===== src/rtl/twp_pkg.sv =====
package twp_pkg;
  localparam int WORD_W = 32;
  localparam int TIME_W = 19;
  localparam int CHAN_W = 7;
  localparam int EVID_W = 12;
  localparam int BID_W  = 12;
  localparam int CNT_W  = 12;
  localparam int DIG_W  = 4;
  localparam int PAD_W  = WORD_W - 2 - DIG_W - 1 - CNT_W;

  localparam logic [1:0] TAG_HDR = 2'b10;
  localparam logic [1:0] TAG_DAT = 2'b01;
  localparam logic [1:0] TAG_TRL = 2'b11;

  typedef enum logic [2:0] {S_IDLE, S_WAIT, S_HDR, S_SCAN, S_TRL} pk_state_t;

  function automatic logic [WORD_W-1:0] mk_hdr(input logic [DIG_W-1:0] dig,
      input logic [EVID_W-1:0] ev, input logic [BID_W-1:0] bx);
    return {TAG_HDR, dig, ev, bx, 2'b00};
  endfunction

  function automatic logic [WORD_W-1:0] mk_dat(input logic [DIG_W-1:0] dig,
      input logic [CHAN_W-1:0] ch, input logic [TIME_W-1:0] t);
    return {TAG_DAT, dig, ch, t};
  endfunction

  function automatic logic [WORD_W-1:0] mk_trl(input logic [DIG_W-1:0] dig,
      input logic err, input logic [CNT_W-1:0] n);
    return {TAG_TRL, dig, err, {PAD_W{1'b0}}, n};
  endfunction
endpackage


===== src/rtl/twp_fifo.sv =====
module twp_fifo #(
  parameter int W     = 8,
  parameter int DEPTH = 4
) (
  input  logic         clk,
  input  logic         rst_n,
  input  logic         push,
  input  logic [W-1:0] din,
  input  logic         pop,
  output logic [W-1:0] dout,
  output logic         full,
  output logic         empty
);
  localparam int AW = (DEPTH < 2) ? 1 : $clog2(DEPTH);
  localparam int CW = $clog2(DEPTH + 1);

  logic [W-1:0]  mem [DEPTH];
  logic [AW-1:0] wr_p, rd_p;
  logic [CW-1:0] cnt;

  assign full  = (cnt == CW'(DEPTH));
  assign empty = (cnt == '0);
  assign dout  = mem[rd_p];

  always_ff @(posedge clk) begin
    if (push) mem[wr_p] <= din;
  end

  always_ff @(posedge clk) begin
    if (!rst_n) begin
      wr_p <= '0;
      rd_p <= '0;
      cnt  <= '0;
    end else begin
      if (push) wr_p <= (wr_p == AW'(DEPTH - 1)) ? '0 : wr_p + 1'b1;
      if (pop)  rd_p <= (rd_p == AW'(DEPTH - 1)) ? '0 : rd_p + 1'b1;
      cnt <= cnt + CW'(push) - CW'(pop);
    end
  end

  assert_no_push_full_R8: assert property (@(posedge clk) disable iff (!rst_n)
    push |-> (!full || pop));
  assert_no_pop_empty_R12: assert property (@(posedge clk) disable iff (!rst_n)
    pop |-> !empty);
  assert_cnt_bound_R8: assert property (@(posedge clk) disable iff (!rst_n)
    cnt <= CW'(DEPTH));
endmodule


===== src/rtl/twp_win.sv =====
module twp_win #(
  parameter int TW = 19
) (
  input  logic [TW-1:0] hit_t,
  input  logic [TW-1:0] trig_t,
  input  logic [TW-1:0] win,
  output logic          is_old,
  output logic          is_match
);
  logic [TW-1:0] rel;
  // Offset of the hit from the window start, modulo 2^TW.
  assign rel      = hit_t - (trig_t - win);
  assign is_old   = rel[TW-1];
  assign is_match = !rel[TW-1] && (rel < win);
endmodule


===== src/rtl/twp_packer.sv =====
module twp_packer
  import twp_pkg::*;
#(
  parameter int         HB_DEPTH = 8,
  parameter int         TQ_DEPTH = 4,
  parameter logic [3:0] DIG_ID   = 4'h5
) (
  input  logic                clk,
  input  logic                rst_n,
  input  logic                match_en,
  input  logic [TIME_W-1:0]   cfg_window,
  input  logic [TIME_W-1:0]   cfg_search,
  input  logic                trig,
  input  logic [EVID_W-1:0]   ev_id,
  input  logic [BID_W-1:0]    bunch_id,
  output logic [TIME_W-1:0]   time_now,
  input  logic                hit_valid,
  output logic                hit_ready,
  input  logic [CHAN_W-1:0]   hit_chan,
  input  logic [TIME_W-1:0]   hit_time,
  output logic                out_valid,
  input  logic                out_ready,
  output logic [WORD_W-1:0]   out_data
);
  localparam int TW   = TIME_W;
  localparam int HB_W = CHAN_W + TW;
  localparam int TQ_W = TW + EVID_W + BID_W;

  pk_state_t          st;
  logic [TW-1:0]      tcnt, cur_t;
  logic [EVID_W-1:0]  cur_ev, rej_ev;
  logic [BID_W-1:0]   cur_b, rej_b;
  logic               is_rej, rej_v, err_st, trl_err;
  logic [CNT_W-1:0]   cnt;

  logic               hb_push, hb_pop, hb_full, hb_empty, hb_ovf;
  logic [HB_W-1:0]    hb_q;
  logic               tq_push, tq_pop, tq_full, tq_empty;
  logic [TQ_W-1:0]    tq_q;
  logic               trig_acc, rej_store, trig_lost;
  logic               h_old, h_match, guard_ok, enter_trl;
  logic [TW-1:0]      guard, elapsed;

  assign time_now  = tcnt;
  assign hit_ready = !hb_full;
  assign hb_push   = hit_valid && !hb_full;
  assign hb_ovf    = hit_valid && hb_full;

  assign trig_acc  = trig && match_en;
  assign tq_push   = trig_acc && !tq_full;
  assign rej_store = trig_acc && tq_full && !rej_v;
  assign trig_lost = trig_acc && tq_full && rej_v;
  assign tq_pop    = (st == S_IDLE) && match_en && !rej_v && !tq_empty;

  assign guard     = cfg_search - cfg_window;
  assign elapsed   = tcnt - cur_t;
  assign guard_ok  = (elapsed >= guard);

  twp_fifo #(.W(HB_W), .DEPTH(HB_DEPTH)) u_hitbuf (
    .clk(clk), .rst_n(rst_n), .push(hb_push), .din({hit_chan, hit_time}),
    .pop(hb_pop), .dout(hb_q), .full(hb_full), .empty(hb_empty));

  twp_fifo #(.W(TQ_W), .DEPTH(TQ_DEPTH)) u_trigq (
    .clk(clk), .rst_n(rst_n), .push(tq_push), .din({tcnt, ev_id, bunch_id}),
    .pop(tq_pop), .dout(tq_q), .full(tq_full), .empty(tq_empty));

  twp_win #(.TW(TW)) u_win (
    .hit_t(hb_q[TW-1:0]), .trig_t(cur_t), .win(cfg_window),
    .is_old(h_old), .is_match(h_match));

  always_comb begin
    enter_trl = 1'b0;
    if (st == S_HDR && out_ready && is_rej) enter_trl = 1'b1;
    if (st == S_SCAN && (hb_empty || (!h_old && !h_match))) enter_trl = 1'b1;
  end

  always_ff @(posedge clk) begin
    if (!rst_n) begin
      tcnt    <= '0;
      st      <= S_IDLE;
      cur_t   <= '0;
      cur_ev  <= '0;
      cur_b   <= '0;
      is_rej  <= 1'b0;
      rej_v   <= 1'b0;
      rej_ev  <= '0;
      rej_b   <= '0;
      err_st  <= 1'b0;
      trl_err <= 1'b0;
      cnt     <= '0;
    end else begin
      tcnt   <= tcnt + 1'b1;
      err_st <= (err_st && !enter_trl) || hb_ovf || trig_lost;
      if (enter_trl) trl_err <= is_rej || err_st;
      if (rej_store) begin
        rej_v  <= 1'b1;
        rej_ev <= ev_id;
        rej_b  <= bunch_id;
      end
      case (st)
        S_IDLE: if (match_en) begin
          if (rej_v) begin
            cur_ev <= rej_ev;
            cur_b  <= rej_b;
            is_rej <= 1'b1;
            rej_v  <= 1'b0;
            cnt    <= '0;
            st     <= S_HDR;
          end else if (!tq_empty) begin
            {cur_t, cur_ev, cur_b} <= tq_q;
            is_rej <= 1'b0;
            cnt    <= '0;
            st     <= S_WAIT;
          end
        end
        S_WAIT: if (guard_ok) st <= S_HDR;
        S_HDR:  if (out_ready) st <= is_rej ? S_TRL : S_SCAN;
        S_SCAN: begin
          if (enter_trl) st <= S_TRL;
          else if (h_match && out_ready) cnt <= cnt + 1'b1;
        end
        S_TRL:  if (out_ready) st <= S_IDLE;
        default: st <= S_IDLE;
      endcase
    end
  end

  always_comb begin
    hb_pop    = 1'b0;
    out_valid = 1'b0;
    out_data  = mk_dat(DIG_ID, hb_q[HB_W-1:TW], hb_q[TW-1:0]);
    case (st)
      S_IDLE: if (!match_en) begin
        out_valid = !hb_empty;
        hb_pop    = !hb_empty && out_ready;
      end
      S_HDR: begin
        out_valid = 1'b1;
        out_data  = mk_hdr(DIG_ID, cur_ev, cur_b);
      end
      S_SCAN: if (!hb_empty) begin
        if (h_old) hb_pop = 1'b1;
        else if (h_match) begin
          out_valid = 1'b1;
          hb_pop    = out_ready;
        end
      end
      S_TRL: begin
        out_valid = 1'b1;
        out_data  = mk_trl(DIG_ID, trl_err, cnt);
      end
      default: ;
    endcase
  end

  assert_hold_R11: assert property (@(posedge clk) disable iff (!rst_n)
    (out_valid && !out_ready && $stable(match_en)) |=> (out_valid && $stable(out_data)));
  assert_rej_empty_R9: assert property (@(posedge clk) disable iff (!rst_n)
    (st == S_TRL && is_rej) |-> (cnt == '0 && trl_err));
  assert_no_frame_raw_R7: assert property (@(posedge clk) disable iff (!rst_n)
    (out_valid && out_data[WORD_W-1 -: 2] != TAG_DAT) |-> match_en);
  assert_tag_legal_R4: assert property (@(posedge clk) disable iff (!rst_n)
    out_valid |-> (out_data[WORD_W-1 -: 2] != 2'b00));
  assert_guard_R6: assert property (@(posedge clk) disable iff (!rst_n)
    (st == S_HDR && !is_rej) |-> ((tcnt - cur_t) >= (cfg_search - cfg_window)));
  assert_data_in_win_R2: assert property (@(posedge clk) disable iff (!rst_n)
    (st == S_SCAN && out_valid) |-> ((out_data[TW-1:0] - cur_t + cfg_window) < cfg_window));
endmodule


===== config.mk =====
export PLATFORM = sky130hd
export DESIGN_NAME = twp_packer
export DESIGN_NICKNAME = d
export VERILOG_FILES = /design/src/rtl/twp_pkg.sv /design/src/rtl/twp_fifo.sv /design/src/rtl/twp_win.sv /design/src/rtl/twp_packer.sv
export SDC_FILE = /design/constraint.sdc
export NUM_CORES = 1
export LEC_CHECK = 0
export BUFFER_PORTS_ARGS = -buffer_cell sky130_fd_sc_hd__buf_2
export CAP_MARGIN = 15
export CORE_MARGIN = 5
export CORE_UTILIZATION = 30
export DETAILED_ROUTE_END_ITERATION = 7
export PLACE_DENSITY = 0.53
export SYNTH_ARGS = -nofsm -noshare
export SYNTH_HDL_FRONTEND = slang
export SYNTH_SLANG_ARGS = --single-unit
export TNS_END_PERCENT = 5

===== constraint.sdc =====
create_clock -name clk -period 15.33 [get_ports clk]
set_input_delay 0.7665 -clock clk [delete_from_list [all_inputs] [get_ports clk]]
set_output_delay 0.7665 -clock clk [all_outputs]
set_load 0.02 [all_outputs]

---- Yosys cells after proc, flatten, opt, wreduce, memory -nomap -nowiden ----
Memories as Yosys holds them, arrays and structs flattened. A register that Yosys moved wholly into a read port is not among the register bits.
Index checks and enable logic that the tools add are counted.
cells by class
  equality and inequality tests ........... 19
  reduce and logical (&&, ||, !) cells .... 39
  bitwise gates (word level) .............. 2
  magnitude comparators ................... 2
  multiplexer cells ....................... 50
  add/sub/neg operators ................... 14
operators by type and width
  operator                                                               count
  12-bit 2-to-1 mux                                                      9
  19-bit subtractor                                                      4
  32-bit one-hot mux with 2 select lines                                 1
  3-bit 2-to-1 mux                                                       12
  12-bit one-hot mux with 2 select lines                                 1
  1-bit 2-to-1 mux                                                       20
  19-bit by 1-bit adder with 19-bit output, second input constant        1
  19-bit >= comparator                                                   1
  19-bit < comparator                                                    1
  1-bit logical AND                                                      18
  3-bit one-hot mux with 5 select lines                                  1
  2-bit != test, second input constant                                   7
  12-bit by 1-bit adder with 12-bit output, second input constant        1
  3-bit equality test, second input constant                             4
  1-bit logical NOT                                                      8
  2-bit 2-to-1 mux                                                       4
  3-bit by 1-bit adder with 3-bit output, second input constant          2
  3-bit by 2-bit equality test with 1-bit output, second input constant  2
  3-bit logical NOT                                                      2
  6-bit AND reduction                                                    1
  5-bit AND reduction                                                    1
  2-bit by 1-bit adder with 2-bit output, second input constant          2
  4-bit by 1-bit adder with 4-bit output                                 1
  2-bit equality test, second input constant                             2
  other kinds (16)                                                       20
storage, ports and cells
  output and inout port bits .............. 53
  flip-flop bits (word level) ............. 122
  word-level logic and storage cells ...... 146
  memories ................................ 2
  input port bits ......................... 94
  bits in writable memories ............... 380
memory list
  name          words  bits a word  rd ports  clocked after Yosys merged registers in  write ports  line            source
  u_hitbuf.mem  8      26           1         1                                        1            twp_fifo.sv:17  logic [W-1:0] mem [DEPTH];
  u_trigq.mem   4      43           1         1                                        1            twp_fifo.sv:17

---- Depth between registers and ports, before layout ----
Gate-level depths: netlist (run 1).
  depth in word-level cells ............... 13
  gate-level depth with buffers ........... 30
  depth with buffers taken out ............ 28

---- By module ----
Synthesis (run 1) repeated with hierarchy kept, for this count alone.
second synthesis, totals
  cells, all modules ...................... 1,746
  area total of the unflattened synthesis .. 24,262.0 sq um
modules (own cells, without submodules)
  module                times used  cells each  area an instance (sq um)  seq. area each (sq um)
  twp_fifo at u_hitbuf  1           374         8,663.3                   6,506.2
  twp_packer            1           860         6,998.0                   2,102.0
  twp_fifo at u_trigq   1           269         6,718.9                   5,345.1
  twp_win               1           243         1,881.8                   0.0

---- Worst setup path after synthesis (run 1) ----
OpenSTA, ideal clock, no wires.
  path type ............................... register -> register
  from .................................... register with a tool-made name
  to ...................................... register u_hitbuf.cnt[2]
  setup slack ............................. 9.005 ns
  setup time .............................. 0.128 ns
  data arrival time ....................... 6.198 ns
  required time ........................... 15.202 ns
  stages on the path, launching flop included .. 30
  path through ............................ dfxtp_1 > buf_6 > clkbuf_1 > mux4_2 > mux2i_1 > fa_1 > inv_1 > ha_1 > and3b_1 > o21a_1 > o21ai_0 > a21oi_1 > a221o_1 > a41oi_1 > a21oi_1 > xor2_1 > ha_1 > nand3_1 > o211ai_1 > a211o_1 > a22oi_2 > a21o_1 > a22oi_2 > inv_1 > ha_1 > inv_1 > ha_1 > fa_1 > xnor2_1 > nor2_1
RTL lines
  what                  line            source
  end signal, assigned  twp_fifo.sv:37  cnt <= cnt + CW'(push) - CW'(pop);
  end, declared         twp_fifo.sv:19  logic [CW-1:0] cnt;

==> results.json, run 1 <==
{
  "timing_worst_setup_path_type": "reg -> out",
  "min_hold_slack_ns": 0.406,
  "syn-mean-instance-area_sq_um": 13.4,
  "place_hpwl_um": 43400,
  "final_common_cell": "sky130_fd_sc_hd__edfxtp_1",
  "firstDrtPassIters": 5,
  "synthToLayoutAreaGrowth_pct": 15.7,
  "max-clock-path-buffers": 3,
  "max_slew.worst_pin.slew_ns": 1.17,
  "timing.critical_path.fanout_max": 34,
  "core_area_sq_um": 77700,
  "layout_common_cells": "sky130_fd_sc_hd__edfxtp_1 (380), sky130_fd_sc_hd__nand2_1 (177), sky130_fd_sc_hd__buf_2 (142)",
  "leakagePower_nw": 9.59,
  "drtAntennaViolNets": 0,
  "final-hold-violation-count": 0,
  "finalMaxSlewViolations": 0,
  "route.detailed.drc": 0,
  "synth_seq_cells": 507,
  "fin_nets": 2129,
  "placedInstanceArea_sq_um": 25500,
  "worst_setup_path_start_kind": "flip-flop",
  "achievable-frequency_ghz": 0.124,
  "clock_period_minus_final_worst_setup_slack_ns": 8.06,
  "portion_of_the_clock_cycle_consumed_by_the_worst_path_in_the_final_layout": 0.526,
  "cts_max_level": 2,
  "root_buffer": "sky130_fd_sc_hd__clkbuf_16",
  "ys_types": 69,
  "total_wirelength_um": 63300,
  "clock-sinks": 507,
  "timing.final.ws_setup_ns": 7.27,
  "die_width_um": 290,
  "grt_start_max_net_pins": 63,
  "top_level_ports": 147,
  "stdcell_area_sq_um": 27300,
  "number_of_global_route_vias_before_repair": 15000,
  "floorplan.die.height_um": 290,
  "count_of_input_and_output_buffers": 142,
  "maxCapViolations": 0,
  "grt_util_all_layers": 0.146,
  "synth_edf_count": 380,
  "netSwitchingPower_mw": 1.69,
  "total_power_per_unit_cell_area_nw_per_um2": 176,
  "clk_latency_ns": 0.59,
  "detailedRoute.firstIterationViolations": 1176,
  "number_of_antenna_violations_at_the_first_check_in_global_routing": 10,
  "crit_arrival_ns": 7.30,
  "final_core_util": 0.351,
  "netlist_instances": 1754,
  "globalplace.congestion": 0.893,
  "p_seq_frac": 0.349,
  "ctsResizeCount": 0,
  "grt_pass1_wl_um": 95400,
  "power_mw": 4.78,
  "share_comb_of_total_power": 0.382,
  "postCtsSetupBuffers": 0,
  "cts_buffers": 52,
  "outcome": "complete, no violations",
  "mappedNetlistArea_sq_um": 23600,
  "placed_cells": 2889,
  "ir_drop_uv": 94.6,
  "clk_skew_ns": 0.0243,
  "primary_flip_flop_cell_chosen_by_synthesis_mapping": "sky130_fd_sc_hd__edfxtp_1",
  "tritoncts": "yes",
  "holdBufCountCts": 0,
  "required_ns": 14.56,
  "setup_total_negative_slack_ns": 0,
  "detailedPlace.worstSlack_ns": 7.93,
  "initial_standard_cell_utilization_of_the_core": 0.303,
  "stdcell_count": 2989,
  "floorplan.rows": 102,
  "proportion_of_layout_cells_with_a_drive_suffix_above_1": 0.194,
  "synth_seq_area_share": 0.592,
  "grt_setup_unrepaired": "false",
  "synth-async-reset-ratio": 0,
  "drt-wirelength-per-cell_um": 21.2,
  "max-slew-margin-rel": 0.199,
  "warning_count_from_the_yosys_run": 0,
  "power_frac_clock": 0.268,
  "setup_viol_count_final": 0,
  "cellInternalPower_mw": 3.09,
  "sw_frac_of_total": 0.353,
  "hold_class": "in -> reg",
  "worst_setup_hold_path_clk_slew_ns": 0.06,
  "die_area_sq_um": 84200,
  "vias_per_cell": 4.95,
  "globalRoute.totalOverflow": 0,
  "setup.worst_path.end_class": "output pin",
  "vias": 14800
}
[final timing paths]
kind	endpoint	cells past startpoint	from	slack (ns)
min reg2reg	rej_b[3]$_SDFFE_PN0P_	2	rej_b[3]$_SDFFE_PN0P_	0.45
max	out_valid	21	flip-flop	7.27
max reg2reg	u_hitbuf.cnt[2]$_SDFF_PN0_	28	flip-flop	7.98
min	u_trigq.mem[1][7]$_DFFE_PP_	1	bunch_id[7]	0.41
[cells by family (layout without fill, tap and decap cells)]
| group | Yosys count | in the layout | share of synthesized area |
|---|---|---|---|
| DFF | 507 | 507 | 0.592 |
| and+or+nand+nor | 417 | 417 | 0.0807 |
| AOI/OAI and AO/OA | 304 | 304 | 0.0815 |
| buffers and inverters | 178 | 367 | 0.0296 |
| muxes | 152 | 152 | 0.116 |
| adders and majority gates | 132 | 132 | 0.0771 |
| xor gates and xnor gates | 62 | 62 | 0.0230 |
| other | 2 | 8 | 0.000319 |
[cells in the mapped netlist (5+ instances only)]
| library cell | n | area (sq um) |
|---|---|---|
| sky130_fd_sc_hd__a211oi_1 | 30 | 225 |
| sky130_fd_sc_hd__a21o_1 | 27 | 203 |
| sky130_fd_sc_hd__a21oi_1 | 99 | 495 |
| sky130_fd_sc_hd__a22oi_1 | 12 | 90.1 |
| sky130_fd_sc_hd__a31oi_1 | 15 | 93.8 |
| sky130_fd_sc_hd__and2_1 | 14 | 87.6 |
| sky130_fd_sc_hd__and3_1 | 21 | 131 |
| sky130_fd_sc_hd__buf_1 | 7 | 26.3 |
| sky130_fd_sc_hd__buf_2 | 5 | 25.0 |
| sky130_fd_sc_hd__clkbuf_1 | 58 | 218 |
| sky130_fd_sc_hd__dfxtp_1 | 127 | 2540 |
| sky130_fd_sc_hd__edfxtp_1 | 380 | 11400 |
| sky130_fd_sc_hd__fa_1 | 22 | 440 |
| sky130_fd_sc_hd__ha_1 | 110 | 1380 |
| sky130_fd_sc_hd__inv_1 | 102 | 383 |
| sky130_fd_sc_hd__mux2i_1 | 56 | 561 |
| sky130_fd_sc_hd__mux4_2 | 95 | 2140 |
| sky130_fd_sc_hd__nand2_1 | 177 | 664 |
| sky130_fd_sc_hd__nand2b_1 | 9 | 56.3 |
| sky130_fd_sc_hd__nand3_1 | 22 | 110 |
| sky130_fd_sc_hd__nand4_1 | 10 | 62.6 |
| sky130_fd_sc_hd__nor2_1 | 97 | 364 |
| sky130_fd_sc_hd__nor2b_1 | 7 | 43.8 |
| sky130_fd_sc_hd__nor3_1 | 21 | 105 |
| sky130_fd_sc_hd__o211ai_1 | 6 | 45.0 |
| sky130_fd_sc_hd__o21a_1 | 9 | 67.6 |
| sky130_fd_sc_hd__o21ai_0 | 59 | 295 |
| sky130_fd_sc_hd__or2_2 | 5 | 31.3 |
| sky130_fd_sc_hd__or3_1 | 18 | 113 |
| sky130_fd_sc_hd__xnor2_1 | 39 | 342 |
| sky130_fd_sc_hd__xor2_1 | 23 | 201 |
[routing by layer]
layer  global-route usage  share of wire  wire length [um]
met1                0.204           0.45             28800
met2                0.240           0.47             29600
met3               0.0289          0.059              3740
met4               0.0301          0.019              1220
met5                    0              0                 0
[sequential cells by signal (all words and copies together) (netlist names), named ones only]
signal and count:
rej_b 12, is_rej 1, u_trigq.cnt 3, err_st 1
u_trigq.rd_p 2, rej_ev 12, cur_t 19, u_hitbuf.mem 208
trl_err 1, u_trigq.mem 172, u_hitbuf.cnt 4, cnt 12
rej_v 1, u_hitbuf.rd_p 3, cur_ev 12, cur_b 12
time_now 19, st 3, u_hitbuf.wr_p 3, u_trigq.wr_p 2
[worst max-delay path, stage by stage, from the launching register on]
cell	delay [ns]
sky130_fd_sc_hd__dfxtp_4	0.60
sky130_fd_sc_hd__buf_4	0.65
sky130_fd_sc_hd__mux4_2	0.59
sky130_fd_sc_hd__mux2i_1	0.25
sky130_fd_sc_hd__fa_1	0.46
sky130_fd_sc_hd__inv_1	0.13
sky130_fd_sc_hd__ha_1	0.25
sky130_fd_sc_hd__and3b_1	0.16
sky130_fd_sc_hd__o21a_1	0.17
sky130_fd_sc_hd__o21ai_0	0.20
sky130_fd_sc_hd__a21oi_1	0.15
sky130_fd_sc_hd__a221o_1	0.39
sky130_fd_sc_hd__a31oi_1	0.33
sky130_fd_sc_hd__or4_1	0.18
sky130_fd_sc_hd__nand3_1	0.06
sky130_fd_sc_hd__ha_1	0.20
sky130_fd_sc_hd__or3_1	0.36
sky130_fd_sc_hd__a211o_1	0.30
sky130_fd_sc_hd__a22oi_2	0.29
sky130_fd_sc_hd__nand2_1	0.12
sky130_fd_sc_hd__o21ai_0	0.56
sky130_fd_sc_hd__buf_2	0.29
[cell type report]
| class | count | area [sq um] |
|---|---|---|
| Clock buffer | 67 | 1410 |
| Clock inverter | 29 | 318 |
| Sequential cell | 507 | 14000 |
| Antenna cell | 4 | 10.0 |
| Inverter | 103 | 388 |
| Tap cell | 1040 | 1300 |
| Timing Repair Buffer | 168 | 906 |
| Fill cell | 7524 | 50500 |
| Multi-Input combinational cell | 1071 | 8970 |
[power groups by stage]
stage	Combinational (mW)	Sequential, mW	Clock, mW
after floorplan	1.34	1.65	0
after global placement	1.78	1.70	0
after detailed placement	1.81	1.71	0
after CTS	1.82	1.68	1.32
after global routing	2.04	1.69	1.37
final	1.83	1.67	1.28
No activity file was read; power rests on OpenSTA's default activity.
==> inputs of run 2 (changes only) <==
--- a/config.mk
+++ b/config.mk
@@ -10,7 +10,7 @@
 export CORE_MARGIN = 5
 export CORE_UTILIZATION = 30
 export DETAILED_ROUTE_END_ITERATION = 7
-export PLACE_DENSITY = 0.53
+export PLACE_DENSITY = 0.55
 export SYNTH_ARGS = -nofsm -noshare
 export SYNTH_HDL_FRONTEND = slang
 export SYNTH_SLANG_ARGS = --single-unit
==> constraint.sdc (replaced) <==
create_clock -name clk -period 6.75 [get_ports clk]
set_input_delay 0.3375 -clock clk [delete_from_list [all_inputs] [get_ports clk]]
set_output_delay 0.3375 -clock clk [all_outputs]
set_load 0.02 [all_outputs]
==> run 2 against run 1 <==
Non-clock buffer count rose by 50. Highest routed layer is now met5. Cell count rose by 1.5%. Sequential power rose by 130%. Sequential share of layout area fell by 0.75 points. Critical path type unchanged. Routed wire length fell by 0.41%. Clock skew fell by 0.0019 ns. Power rose by 130%. Flip-flop and latch count did not move. Register-to-register slack got worse by 7.8 ns. Worst setup slack got worse by 7.1 ns. Critical path depth fell by 1. First-iteration DRC count fell by 4.6%.
==> results.json, run 2 (same netlist as run 1, synthesis figures left out) <==
{
  "final-hold-violation-count": 0,
  "clk_skew_ns": 0.0224,
  "count_of_input_and_output_buffers": 142,
  "setup.worst_path.end_class": "output pin",
  "firstDrtPassIters": 5,
  "critical_path.endpoint": "out_valid",
  "finalMaxSlewViolations": 0,
  "max_reg_flops": 208,
  "grt_pass1_wl_um": 94300,
  "share_comb_of_total_power": 0.400,
  "layout_top_registers": "u_hitbuf.mem (208), u_trigq.mem (172)",
  "proportion_of_layout_cells_with_a_drive_suffix_above_1": 0.197,
  "maxCapViolations": 0,
  "worst_setup_path_start_kind": "flip-flop",
  "synthToLayoutAreaGrowth_pct": 17.4,
  "layout_common_cells": "sky130_fd_sc_hd__edfxtp_1 (380), sky130_fd_sc_hd__nand2_1 (177), sky130_fd_sc_hd__buf_2 (142)",
  "ir_drop_uv": 306,
  "largest_register": "u_hitbuf.mem",
  "grt_start_max_net_pins": 58,
  "drtAntennaViolNets": 0,
  "grt_setup_unrepaired": "true",
  "core_area_sq_um": 77700,
  "number_of_global_route_vias_before_repair": 15200,
  "achievable-frequency_ghz": 0.153,
  "max_slew.worst_pin.slew_ns": 1.10,
  "outcome": "complete, no violations",
  "drt-wirelength-per-cell_um": 20.8,
  "placedInstanceArea_sq_um": 25600,
  "clock-sinks": 507,
  "leakagePower_nw": 9.76,
  "fillCellCount": 7487,
  "max-slew-margin-rel": 0.265,
  "portion_of_the_clock_cycle_consumed_by_the_worst_path_in_the_final_layout": 0.969,
  "place_hpwl_um": 43600,
  "route.detailed.drc": 0,
  "stdcell_count": 3034,
  "setup_total_negative_slack_ns": 0,
  "grt_util_all_layers": 0.145,
  "total_wirelength_um": 63100,
  "worst_setup_hold_path_clk_slew_ns": 0.06,
  "globalplace.congestion": 0.850,
  "hold_class": "in -> reg",
  "top_level_ports": 147,
  "fin_nets": 2179,
  "sw_frac_of_total": 0.361,
  "setup_viol_count_final": 0,
  "vias": 15000,
  "p_seq_frac": 0.350,
  "floorplan.rows": 102,
  "detailedRoute.firstIterationViolations": 1122,
  "cellInternalPower_mw": 6.89,
  "reg2reg_depth": 26,
  "vias_per_cell": 4.93,
  "initial_standard_cell_utilization_of_the_core": 0.303,
  "number_of_antenna_violations_at_the_first_check_in_global_routing": 12,
  "timing.critical_path.fanout_max": 23,
  "floorplan.die.height_um": 290,
  "timing_worst_setup_path_type": "reg -> out",
  "final_common_cell": "sky130_fd_sc_hd__edfxtp_1",
  "tritoncts": "yes",
  "clk_latency_ns": 0.59,
  "root_buffer": "sky130_fd_sc_hd__clkbuf_16",
  "die_area_sq_um": 84200,
  "placed_cells": 2901,
  "crit_arrival_ns": 6.20,
  "rrSetupSlack_ns": 0.23,
  "required_ns": 6.41,
  "clock_period_minus_final_worst_setup_slack_ns": 6.54,
  "globalRoute.totalOverflow": 0,
  "max-clock-path-buffers": 3,
  "die_width_um": 290,
  "total_power_per_unit_cell_area_nw_per_um2": 390,
  "ff_to_ff_end": "u_hitbuf.cnt[2]$_SDFF_PN0_",
  "netSwitchingPower_mw": 3.90,
  "power_mw": 10.8,
  "cts_buffers": 52,
  "cts_max_level": 2,
  "stdcell_area_sq_um": 27700,
  "power_frac_clock": 0.250
}
==> run 2: changes by cell type in the layout (fill, tap and decap cells not counted), sizes merged <==
cell,before,now
buf,168,181
bufinv,7,2
clkbuf,67,65
clkinv,20,22
clkinvlp,3,4
diode,4,1
dlygate4sd3,0,37
inv,102,104
==> run 2: area by class of cell <==
class	count	area, sq um	area share
diodes	1	2.50	0.0000904
clock buffers	65	1370	0.0496
clock inverters	29	196	0.00710
inverters	103	388	0.0140
multi-input cells	1071	9040	0.327
flip-flops and latches	507	14000	0.505
well taps	1040	1300	0.0470
repair buffers	218	1410	0.0510
==> run 2: worst min path at each step <==
stage                                       from  slack [ns]  cells past startpoint                       endpoint
after floorplan            rej_b[0]$_SDFFE_PN0P_        0.44                      2          rej_b[0]$_SDFFE_PN0P_
after global placement    rej_ev[1]$_SDFFE_PN0P_        0.44                      2         rej_ev[1]$_SDFFE_PN0P_
after detailed placement   rej_b[9]$_SDFFE_PN0P_        0.45                      2          rej_b[9]$_SDFFE_PN0P_
after CTS                            hit_time[8]       0.001                      1   u_hitbuf.mem[0][8]$_DFFE_PP_
after global routing                 hit_time[0]        0.02                      1   u_hitbuf.mem[6][0]$_DFFE_PP_
final                                hit_chan[0]        0.03                      1  u_hitbuf.mem[5][19]$_DFFE_PP_
==> run 2: repair_timing <==
action	CTS	global route
pin swaps	0	1
setup endpoints to repair	1	4
gates resized for setup	5	12
buffers inserted	0	1
endpoints found under the hold margin	172	0
hold buffers	37	0
==> run 2: power by group through the flow <==
| stage | registers (mW) | clock network [mW] | logic (mW) |
|---|---|---|---|
| floorplan | 3.74 | 0 | 3.05 |
| CTS | 3.78 | 2.77 | 4.27 |
| finish | 3.78 | 2.69 | 4.32 |
| detailed placement | 3.84 | 0 | 4.21 |
| global placement | 3.83 | 0 | 4.16 |
| global route | 3.80 | 2.90 | 4.77 |
==> run 2: through the flow <==
stage	util	worst slack [ns]	hold slack [ns]
6_report	0.356	0.208	0.0314
5_1_grt	0.356	-0.0233	0.0163
4_1_cts	0.355	0.0395	0.00112
3_5_place_dp	0.330	0.0560	0.447
3_3_place_gp	0.330	0.132	0.442
2_1_floorplan	-	0.425	0.436
==> run 2: routing by layer <==
layer,vias up,track usage,routed length (um)
met1,7484,0.197,27600
met4,6,0.0343,1390
li1,6960,-,-
met3,92,0.0396,4810
met5,-,0,42
met2,417,0.233,29200
==> run 2: critical path: stages (launching register included) <==
cell and delay (ns):
sky130_fd_sc_hd__dfxtp_4 0.46, sky130_fd_sc_hd__buf_16 0.24, sky130_fd_sc_hd__mux4_2 0.55, sky130_fd_sc_hd__mux2i_2 0.36, sky130_fd_sc_hd__fa_1 0.48, sky130_fd_sc_hd__inv_1 0.06, sky130_fd_sc_hd__ha_1 0.27, sky130_fd_sc_hd__a21o_1 0.20
sky130_fd_sc_hd__a21o_1 0.17, sky130_fd_sc_hd__a221o_1 0.41, sky130_fd_sc_hd__a41oi_1 0.30, sky130_fd_sc_hd__nor2b_1 0.21, sky130_fd_sc_hd__xnor2_1 0.14, sky130_fd_sc_hd__ha_1 0.27, sky130_fd_sc_hd__a21oi_1 0.13, sky130_fd_sc_hd__o211ai_1 0.12
sky130_fd_sc_hd__a211o_1 0.26, sky130_fd_sc_hd__a22oi_2 0.27, sky130_fd_sc_hd__nand2_1 0.16, sky130_fd_sc_hd__o21ai_4 0.30, sky130_fd_sc_hd__buf_2 0.22
